### config.mk
export PLATFORM = sky130hd
export DESIGN_NAME = codec_bridge
export DESIGN_NICKNAME = d
export VERILOG_FILES = /design/src/rtl/codec_bridge_pkg.sv /design/src/rtl/cb_rst_sync.sv /design/src/rtl/cb_ingress.sv /design/src/rtl/cb_egress.sv /design/src/rtl/codec_bridge.sv
export SDC_FILE = /design/constraint.sdc
export NUM_CORES = 1
export LEC_CHECK = 0
export ABC_AREA = 0
export BUFFER_PORTS_ARGS = -buffer_cell sky130_fd_sc_hd__buf_2
export CORE_UTILIZATION = 39
export DETAILED_ROUTE_END_ITERATION = 10
export PLACE_DENSITY = 0.82
export SKIP_LAST_GASP = 1
export SYNTH_ARGS = -nofsm -noshare
export SYNTH_HDL_FRONTEND = slang
export SYNTH_HIERARCHICAL = 1
export SYNTH_SLANG_ARGS = --single-unit
export TNS_END_PERCENT = 1
### constraint.sdc
create_clock -name clk -period 0.8 [get_ports clk]
set_input_delay 0.16 -clock clk [delete_from_list [all_inputs] [get_ports clk]]
set_output_delay 0.16 -clock clk [all_outputs]
set_load 0.02 [all_outputs]
### src/rtl/codec_bridge_pkg.sv
package codec_bridge_pkg;

  // Number of flops that release the internal reset in step with the clock.
  localparam int RST_SYNC_STAGES = 2;

  // Result of the range check on a core sample.
  typedef enum logic [1:0] {
    CLAMP_NONE = 2'd0,
    CLAMP_HI   = 2'd1,
    CLAMP_LO   = 2'd2
  } clamp_e;

endpackage

### src/rtl/cb_rst_sync.sv
module cb_rst_sync #(
  parameter int STAGES = 2
) (
  input  logic clk,
  input  logic rst_n,
  output logic rst_sync_n
);

  logic [STAGES-1:0] shift_q;
  logic [STAGES-1:0] shift_d;

  always_comb begin
    shift_d = {shift_q[STAGES-2:0], 1'b1};
  end

  always_ff @(posedge clk or negedge rst_n) begin
    if (!rst_n) begin
      shift_q <= '0;
    end else begin
      shift_q <= shift_d;
    end
  end

  assign rst_sync_n = shift_q[STAGES-1];

endmodule

### src/rtl/cb_ingress.sv
module cb_ingress #(
  parameter int ADC_W  = 12,
  parameter int CORE_W = 24
) (
  input  logic              clk,
  input  logic              rst_n,
  input  logic              stb,
  input  logic [ADC_W-1:0]  code,
  output logic [CORE_W-1:0] wide
);

  localparam int EXT_W = CORE_W - ADC_W;

  logic [ADC_W-1:0]  centred;
  logic [CORE_W-1:0] widened;
  logic [CORE_W-1:0] wide_d;
  logic [CORE_W-1:0] wide_q;

  // Subtracting half scale modulo 2^ADC_W flips the top bit.
  assign centred = {~code[ADC_W-1], code[ADC_W-2:0]};

  generate
    if (EXT_W > 0) begin : g_extend
      assign widened = {{EXT_W{centred[ADC_W-1]}}, centred};
    end else begin : g_same
      assign widened = centred;
    end
  endgenerate

  always_comb begin
    wide_d = wide_q;
    if (stb) begin
      wide_d = widened;
    end
  end

  always_ff @(posedge clk or negedge rst_n) begin
    if (!rst_n) begin
      wide_q <= '0;
    end else begin
      wide_q <= wide_d;
    end
  end

  assign wide = wide_q;

endmodule

### src/rtl/cb_egress.sv
module cb_egress
  import codec_bridge_pkg::*;
#(
  parameter int ADC_W  = 12,
  parameter int CORE_W = 24
) (
  input  logic              clk,
  input  logic              rst_n,
  input  logic              stb,
  input  logic [CORE_W-1:0] result,
  output logic [ADC_W-1:0]  code,
  output logic              clipped
);

  localparam int HEAD_W = CORE_W - ADC_W + 1;
  localparam logic signed [CORE_W-1:0] HI_LIM = {{HEAD_W{1'b0}}, {(ADC_W-1){1'b1}}};
  localparam logic signed [CORE_W-1:0] LO_LIM = {{HEAD_W{1'b1}}, {(ADC_W-1){1'b0}}};
  localparam logic [ADC_W-1:0] MID_CODE = {1'b1, {(ADC_W-1){1'b0}}};

  clamp_e           status;
  logic [ADC_W-1:0] limited;
  logic [ADC_W-1:0] code_d;
  logic [ADC_W-1:0] code_q;
  logic             clip_d;
  logic             clip_q;

  always_comb begin
    if ($signed(result) > HI_LIM) begin
      status = CLAMP_HI;
    end else if ($signed(result) < LO_LIM) begin
      status = CLAMP_LO;
    end else begin
      status = CLAMP_NONE;
    end
  end

  always_comb begin
    case (status)
      CLAMP_HI: limited = {1'b0, {(ADC_W-1){1'b1}}};
      CLAMP_LO: limited = {1'b1, {(ADC_W-1){1'b0}}};
      default:  limited = result[ADC_W-1:0];
    endcase
  end

  always_comb begin
    code_d = code_q;
    clip_d = clip_q;
    if (stb) begin
      // Adding half scale modulo 2^ADC_W flips the top bit.
      code_d = {~limited[ADC_W-1], limited[ADC_W-2:0]};
      clip_d = (status != CLAMP_NONE);
    end
  end

  always_ff @(posedge clk or negedge rst_n) begin
    if (!rst_n) begin
      code_q <= MID_CODE;
      clip_q <= 1'b0;
    end else begin
      code_q <= code_d;
      clip_q <= clip_d;
    end
  end

  assign code    = code_q;
  assign clipped = clip_q;

endmodule

### src/rtl/codec_bridge.sv
module codec_bridge
  import codec_bridge_pkg::*;
#(
  parameter int ADC_W  = 12,
  parameter int CORE_W = 24
) (
  input  logic              clk,
  input  logic              rst_n,
  input  logic              smp_stb,
  input  logic [ADC_W-1:0]  adc_code,
  output logic [CORE_W-1:0] core_din,
  input  logic [CORE_W-1:0] core_dout,
  output logic [ADC_W-1:0]  dac_code,
  output logic              sat_flag
);

  logic rst_sync_n;

  cb_rst_sync #(
    .STAGES(RST_SYNC_STAGES)
  ) rst_sync_i (
    .clk       (clk),
    .rst_n     (rst_n),
    .rst_sync_n(rst_sync_n)
  );

  cb_ingress #(
    .ADC_W (ADC_W),
    .CORE_W(CORE_W)
  ) ingress_i (
    .clk  (clk),
    .rst_n(rst_sync_n),
    .stb  (smp_stb),
    .code (adc_code),
    .wide (core_din)
  );

  cb_egress #(
    .ADC_W (ADC_W),
    .CORE_W(CORE_W)
  ) egress_i (
    .clk    (clk),
    .rst_n  (rst_sync_n),
    .stb    (smp_stb),
    .result (core_dout),
    .code   (dac_code),
    .clipped(sat_flag)
  );

endmodule

Word-level counts from Yosys, hierarchy flattened. Index checks and enable logic that the tools add are counted.

Register bits: 27. Input bits: 39. Output and inout bits: 37. Word-level logic and storage cells: 14.

$lt $le $gt $ge: 2. Equal/unequal tests: 2. Mux-type cells: 3. Bitwise gates (word level): 2. Reductions and logical operators: 1.

Operators by type and width (count): $gt 24x12->1 const B (1); $lt 24x12->1 const B (1); $pmux 12 s2 (1); $mux 2 (2); $eq 2x1->1 const B (1); $eq 2x2->1 const B (1); $not 1->1 (2); $reduce_bool 2->1 (1).

Logic depth before layout (Yosys ltp). Gate-level depths: netlist of run 1.

Depth in word-level cells: 6. Gate-level depth with buffers: 4.

Cells and area by module. Netlist of run 1, hierarchy kept.

By module, submodules not included: cb_egress (instances 1, cells an instance 65, area an instance 691.9 sq um, sequential area each 326.6 sq um); cb_ingress (instances 1, cells an instance 38, area an instance 573.0 sq um, sequential area each 300.3 sq um); cb_rst_sync (instances 1, cells an instance 3, area an instance 53.8 sq um, sequential area each 50.0 sq um).

Least setup slack after synthesis of run 1. No wires, ideal clock.

Path kind: input port to flip-flop. Start point: input core_dout[21]. End point: register egress_i.code_q[0] (netlist: egress_i/code[0]). Arrival: 1353 ps. Data required time: 656 ps. Path slack: -697 ps. Stages on the path: 4. Buffers on the path: 1. Cells stage by stage: or4_4 -> o41ai_4 -> buf_6 -> o22ai_2.

Cells in the longest elaborated chain, start to end: 5. Elaborated cells on any way between the ends: 7. Classes of those cells: order compare (2); eq/ne (2); mux (3).

Ends and longest elaborated chain: from (decl) (RTL line codec_bridge.sv:12) `input logic [CORE_W-1:0] core_dout,`; $lt 24x12->1 (RTL line cb_egress.sv:30) `end else if ($signed(result) < LO_LIM) begin`; $mux 2 (RTL line cb_egress.sv:30); $mux 2 (*) (RTL line cb_egress.sv:28) `if ($signed(result) > HI_LIM) begin`; $eq 2x2->1 or $eq 2x1->1 (tied branches) (RTL line cb_egress.sv:38) `case (status)`; $pmux 12 s2 (*) (RTL line cb_egress.sv:38); to (signal assigned) (RTL line cb_egress.sv:60) `code_q <= code_d;`; to (decl) (RTL line cb_egress.sv:23) `logic [ADC_W-1:0] code_q;`.

Mark *: on every way between the ends. The rest lies on a longest branch, timed or not. A chain may end at the register's enable or synchronous reset.

Worst setup path after layout of run 1.
Start point: input core_dout[17]. End point: register egress_i.code_q[4] (netlist: egress_i/code[4]).

Same word-level chain as after synthesis.

==> impl_metrics.ini, run 1 <==
[outcome]
outcome = finished, violations left
violations = negative setup slack

[power]
p_sw_share_pct = 31.1
intPower_mw = 2.09
pwr-share-seq_pct = 52.1
comb_power_share_pct = 29.7
ir_worst_vdd_v = 0.000622
power.density_mw_per_mm2 = 1690
p_leak_nw = 0.899
power.share.clock_pct = 18.2
p_sw_mw = 0.940

[logic_synthesis]
ys_warn_count = 6
netlist_area_mm2 = 0.00132
ys_seq_elements = 27
synthDistinctLibCells = 23
syn_inst = 106
synth_seq_area_share_pct = 51.3
postSynthAreaPerCell_um2 = 12.4
syn_nets = 145

[setup_path]
crit_fanout = 6
arrival_ns = 1.47
cp-end-kind = register
path_common_cell = buf_6
critPathLaunchType = input port
max_stage_delay_ns = 0.54
path_cells = buf_6 > or4_4 > o41ai_4 > buf_6 > o22ai_2
crit_type = input port to register
critPathTopFamily = simple AND/OR/NAND/NOR gates
required_ns = 0.99
crit_slowest_cell = or4_4
cp_num_buf_inv = 2

[clock_network]
clock_latency_ns = 0.31
cts_tree = done
clock_sinks = 27
clk_pin_slew_ns = 0.13
post-cts-setup-buffer-count = 0
cts_htree_levels = 1
cts_buffer_depth = 2
ctsRootBufferMaster = clkbuf_4
cts_made_buffers = 3

[global_route]
grt_remaining_overflow = 0
grt_pass1_wl_um = 4320
grt_antenna_before_repair = 0
grt_max_degree = 24
track_usage_pct = 16.0
grt_pass1_vias = 1008

[route]
drtIter0Drc = 29
first_pass_iters = 4
routedWlPerCell_um = 12.0
wl_um = 2720
via_count = 1103
antenna_left = 0
drcViolationCount = 0
via_per_inst = 4.88

[die]
die_w_um = 60.2
die-area_mm2 = 0.00362
core.rowCount = 20
io_pins = 76
start_util_pct = 42.2
die_h_um = 60.2
coreArea_mm2 = 0.00313

[cells_and_area]
final_nets = 222
fill_cells = 271
final_common_cell = buf_2
layout_common_cells = buf_2, dfrtp_1, nor2_1, o21ai_0
ff_latch_area_um2 = 678
antenna_cells = 0
area_delta_synth_final_pct = 35.5
final_util_pct = 57.1
instances_no_fill = 226
drive_gt1_share_pct = 64.8
multiInputGateArea_um2 = 520

[sta]
setup-violations-final = 49
min_period_ns = 1.27
final_max_slew_viol_count = 0
setup_ws_ns = -0.474
timing.final.crit_share_pct = 159
rsz0062_at_grt = true
whs_ns = 0.0424
hold_viol = 0
fmax_mhz = 785
tns_ns = -15.67
clock-skew-final_ns = 0.00580

[placed_design]
dp_hpwl_um = 2120
post-place-ws_ns = -0.815
dp.cells = 220
place.gp.congestion = 0.761
io_buffers = 75

[job]
cap_violations = 0

[worst_hold_path]
min_path_type = input port to register
==> worst paths after layout <==
check | startpoint | to | slack [ns] | cells past startpoint
max | core_dout[17] | egress_i/code[4] | -0.47 | 5
min | core_dout[23] | egress_i/code[11] | 0.04 | 2
max reg2reg | egress_i/code[4] | egress_i/code[4] | -0.07 | 2
min reg2reg | rst_sync_i/shift_q[1] | ingress_i/wide[10] | 0.22 | 1
max in group asynchronous | rst_sync_i/shift_q[1] | egress_i/code[11] | 0.33 | 1
min in group asynchronous | rst_n | rst_sync_i/shift_q[1] | 0.15 | 2
==> stage by stage <==
stage / cell area (µm²) / power, mW
finish: 1790 / 3.03
global route: 1790 / 3.19
CTS: 1770 / 3.06
detailed placement: 1720 / 2.49
global placement: 1720 / 2.47
floorplan: 1320 / 2.21
==> worst register-to-register path, stage by stage (launching register included) <==
cell     delay (ns)
dfrtp_1        0.42
o21ai_0        0.23
o22ai_2        0.11
==> power groups by stage <==
stage / combinational, mW / clock [mW] / sequential, mW
after floorplan: 0.440 / 0 / 1.77
after global placement: 0.874 / 0 / 1.60
after detailed placement: 0.884 / 0 / 1.60
after CTS: 0.894 / 0.584 / 1.58
after global routing: 0.975 / 0.619 / 1.60
final: 0.898 / 0.550 / 1.58
==> synth_stat cells <==
cell / instances / area share, %
inv_1: 2 / 0.57
o22ai_1: 2 / 0.95
o41ai_4: 1 / 2.1
dfrtp_1: 26 / 49
o31ai_1: 1 / 0.57
dfstp_2: 1 / 2.0
o22ai_2: 9 / 8.5
buf_1: 1 / 0.28
mux2_4: 9 / 10
nand4_1: 3 / 1.4
conb_1: 1 / 0.28
buf_4: 12 / 6.8
nand2_1: 2 / 0.57
or4_1: 1 / 0.57
o21ai_0: 12 / 4.6
or4_4: 2 / 1.7
mux2i_1: 1 / 0.76
o31a_1: 1 / 0.66
buf_6: 2 / 1.7
nor2_1: 12 / 3.4
a21oi_2: 1 / 0.66
mux2_2: 2 / 1.7
clkbuf_1: 2 / 0.57
==> registers in the layout, summed over array words and instances, names as in the netlist <==
name,flops
ingress_i/wide,12
egress_i/clipped,1
rst_sync_i/shift_q,2
egress_i/code,12
==> layout make-up <==
cell class | instances | area share, %
inverter | 2 | 0.420
tap | 44 | 3.08
clock buffer | 4 | 1.47
multi-input combinational | 60 | 29.1
timing repair buffer | 89 | 27.9
sequential | 27 | 38.0
==> repair_timing <==
action                                  4_1_cts  5_1_grt
pin swaps                                     0        3
hold endpoints to repair                      3        0
resized for setup                             0        5
endpoints found under the setup margin       49       51
hold buffers                                  2        0
==> cell families (layout without fill, tap and decap cells) <==
group / Yosys count / after routing / synth area share, %
AOI/OAI and AO/OA: 27 / 27 / 18.0
DFF: 27 / 27 / 51.3
buffers and inverters: 19 / 95 / 9.96
other: 1 / 1 / 0.284
muxes: 12 / 12 / 12.7
and+or+nand+nor: 20 / 20 / 7.69
==> metal layers <==
metal	up-vias	GRT usage, %	wire length [µm]
met5	-	0	0
met4	0	3.99	8
met3	2	4.11	254
met2	64	27.9	1290
met1	518	19.4	1160
li1	519	-	-
Power figures use the tool's default switching activity.
==> inputs of run 2 (changes only) <==
--- a/config.mk
+++ b/config.mk
@@ -5,11 +5,11 @@
 export SDC_FILE = /design/constraint.sdc
 export NUM_CORES = 1
 export LEC_CHECK = 0
-export ABC_AREA = 0
-export BUFFER_PORTS_ARGS = -buffer_cell sky130_fd_sc_hd__buf_2
-export CORE_UTILIZATION = 39
+export ABC_AREA = 1
+export CORE_UTILIZATION = 40
 export DETAILED_ROUTE_END_ITERATION = 10
-export PLACE_DENSITY = 0.82
+export DONT_BUFFER_PORTS = 1
+export PLACE_DENSITY = 0.63
 export SKIP_LAST_GASP = 1
 export SYNTH_ARGS = -nofsm -noshare
 export SYNTH_HDL_FRONTEND = slang
==> run 2 against run 1 <==
The flow still finishes with violations (negative setup slack). Via count fell by 6.6%. Fmax rose by 4.0%. Area after synthesis rose by 2.8%. Core utilization fell by 2.0 points. Critical path type unchanged. Synthesized cell count rose by 58%. Final area fell by 3.4%. Critical endpoint is now egress_i/code[11]. Highest routed layer unchanged.
==> impl_metrics.ini, run 2 <==
[outcome]
outcome = finished, violations left
violations = negative setup slack

[die]
core.rowCount = 20
die-area_mm2 = 0.00362
start_util_pct = 43.3
io_pins = 76
coreArea_mm2 = 0.00313
die_w_um = 60.2
die_h_um = 60.2

[clock_network]
post-cts-setup-buffer-count = 0
cts_tree = done
clock_latency_ns = 0.32
clock_sinks = 27
clk_pin_slew_ns = 0.14
cts_buffer_depth = 2
cts_made_buffers = 3
ctsRootBufferMaster = clkbuf_4
cts_htree_levels = 1

[power]
power.share.clock_pct = 19.6
p_leak_nw = 0.833
intPower_mw = 2.03
p_sw_mw = 0.916
pwr-share-seq_pct = 56.6
p_sw_share_pct = 31.1
ir_worst_vdd_v = 0.000696
power.density_mw_per_mm2 = 1710
comb_power_share_pct = 23.8

[logic_synthesis]
synth_seq_area_share_pct = 50.0
synthArstFlopShare_pct = 100
synth_most_common_cell = nand2_1
ys_warn_count = 6
synth-main-ff-cell = dfrtp_1
netlist_area_mm2 = 0.00136
syn_nets = 206
synth_top_cell_by_area = dfrtp_1
postSynthAreaPerCell_um2 = 8.11
synth_area_leaders = dfrtp_1, nand2_1, nor2_1, buf_4, a21oi_2
ys_seq_elements = 27
synth_commonest_cells = nand2_1, nor2_1, dfrtp_1
synthDistinctLibCells = 17
synth_edf_count = 0
syn_inst = 167
synth.top_cell.area_share_pct = 48.0

[setup_path]
crit_fanout = 16
crit_slowest_cell = dlygate4sd3_1
path_cells = dlygate4sd3_1 > mux2_2
required_ns = 1.06
max_stage_delay_ns = 0.93
cp_num_buf_inv = 1
critPathLaunchType = input port
critPathTopFamily = buffers and inverters
arrival_ns = 1.49
cp-end-kind = register
crit_type = input port to register

[route]
drtIter0Drc = 25
drcViolationCount = 0
routedWlPerCell_um = 12.3
antenna_left = 0
wl_um = 2810
first_pass_iters = 4
via_count = 1030
via_per_inst = 4.52

[placed_design]
io_buffers = 0
post-place-ws_ns = -0.338
place.gp.congestion = 0.715
dp.cells = 209
dp_hpwl_um = 1940

[cells_and_area]
layout_common_cells = nand2_1, nor2_1, dfrtp_1, dlygate4sd3_1
antenna_cells = 0
instances_no_fill = 228
drive_gt1_share_pct = 20.1
final_common_cell = nand2_1
fill_cells = 278
final_nets = 224
area_delta_synth_final_pct = 27.3

[sta]
clock-skew-final_ns = 0.00596
min_period_ns = 1.23
tns_ns = -14.35
timing.final.crit_share_pct = 153
rsz0062_at_grt = true
fmax_mhz = 816
setup_ws_ns = -0.425
slew_headroom_pct = 59.2
final_max_slew_viol_count = 0
hold_viol = 0
tightestPinTransition_ns = 0.610
setup-violations-final = 52

[worst_hold_path]
min_path_type = input port to register

[global_route]
grt_remaining_overflow = 0
grt_pass1_wl_um = 4370
grt_pass1_vias = 1035
track_usage_pct = 16.6
grt_max_degree = 26
grt_antenna_before_repair = 0

[job]
cap_violations = 0
==> run 2: metal layers <==
metal / vias to the layer above / GRT usage (%) / wire, µm
li1: 519 / - / -
met5: - / 0 / 0
met1: 468 / 16.8 / 1150
met4: 0 / 7.31 / 29
met2: 39 / 32.2 / 1460
met3: 4 / 3.03 / 165
==> run 2: timing repair <==
action / 4_1_cts / 5_1_grt
hold endpoints to repair: 27 / 0
hold buffers: 15 / 0
resized for setup: 0 / 0
pin swaps: 0 / 0
setup endpoints to repair: 38 / 52
==> run 2: metrics by stage <==
stage	power [mW]	hold WS [ns]	cell area (µm²)	util, %
after floorplan	2.11	-0.136	1360	-
after global placement	2.31	-0.136	1550	49.5
after detailed placement	2.33	-0.136	1550	49.5
after CTS	2.99	0.00729	1730	55.2
after global routing	3.11	0.0125	1730	55.2
final	2.94	0.0191	1730	55.2
==> run 2: cell type report <==
| class | instances | area (µm²) | share of cell area (%) |
|---|---|---|---|
| flip-flops and latches | 27 | 678 | 39.3 |
| inverters | 14 | 52.6 | 3.05 |
| repair buffers | 31 | 433 | 25.1 |
| clock buffers | 3 | 22.5 | 1.31 |
| clock inverters | 1 | 5.00 | 0.290 |
| well taps | 44 | 55.1 | 3.19 |
| multi-input cells | 108 | 479 | 27.8 |
==> run 2: cells by family (layout without fill, tap and decap cells) <==
group | count (synthesis) | count (layout) | share of synthesized area (%)
flip-flops | 27 | 27 | 50.0
other | 1 | 1 | 0.277
buffers and inverters | 32 | 49 | 14.7
multiplexers | 1 | 1 | 0.831
AND/OR/NAND/NOR | 94 | 94 | 27.2
AO/OA/AOI/OAI | 12 | 12 | 7.02
==> run 2: power groups by stage <==
stage                     combinational, mW  clock [mW]  sequential [mW]
after CTS                             0.705       0.618             1.67
after detailed placement              0.635           0             1.69
after floorplan                       0.362           0             1.75
after global placement                0.621           0             1.69
after global routing                  0.761       0.665             1.68
final                                 0.699       0.577             1.67
==> run 2: path summary, 6_finish.rpt <==
path,start,end,slack [ns],cells past startpoint
worst max-delay path,smp_stb,egress_i/code[11],-0.43,2
worst min-delay path,core_dout[23],egress_i/code[10],0.02,3
worst max register to register,egress_i/code[11],egress_i/code[11],-0.02,1
worst min register to register,rst_sync_i/shift_q[1],ingress_i/wide[7],0.21,1
max in group asynchronous,rst_sync_i/shift_q[1],egress_i/code[11],0.35,1
min in group asynchronous,rst_n,rst_sync_i/shift_q[0],0.05,1
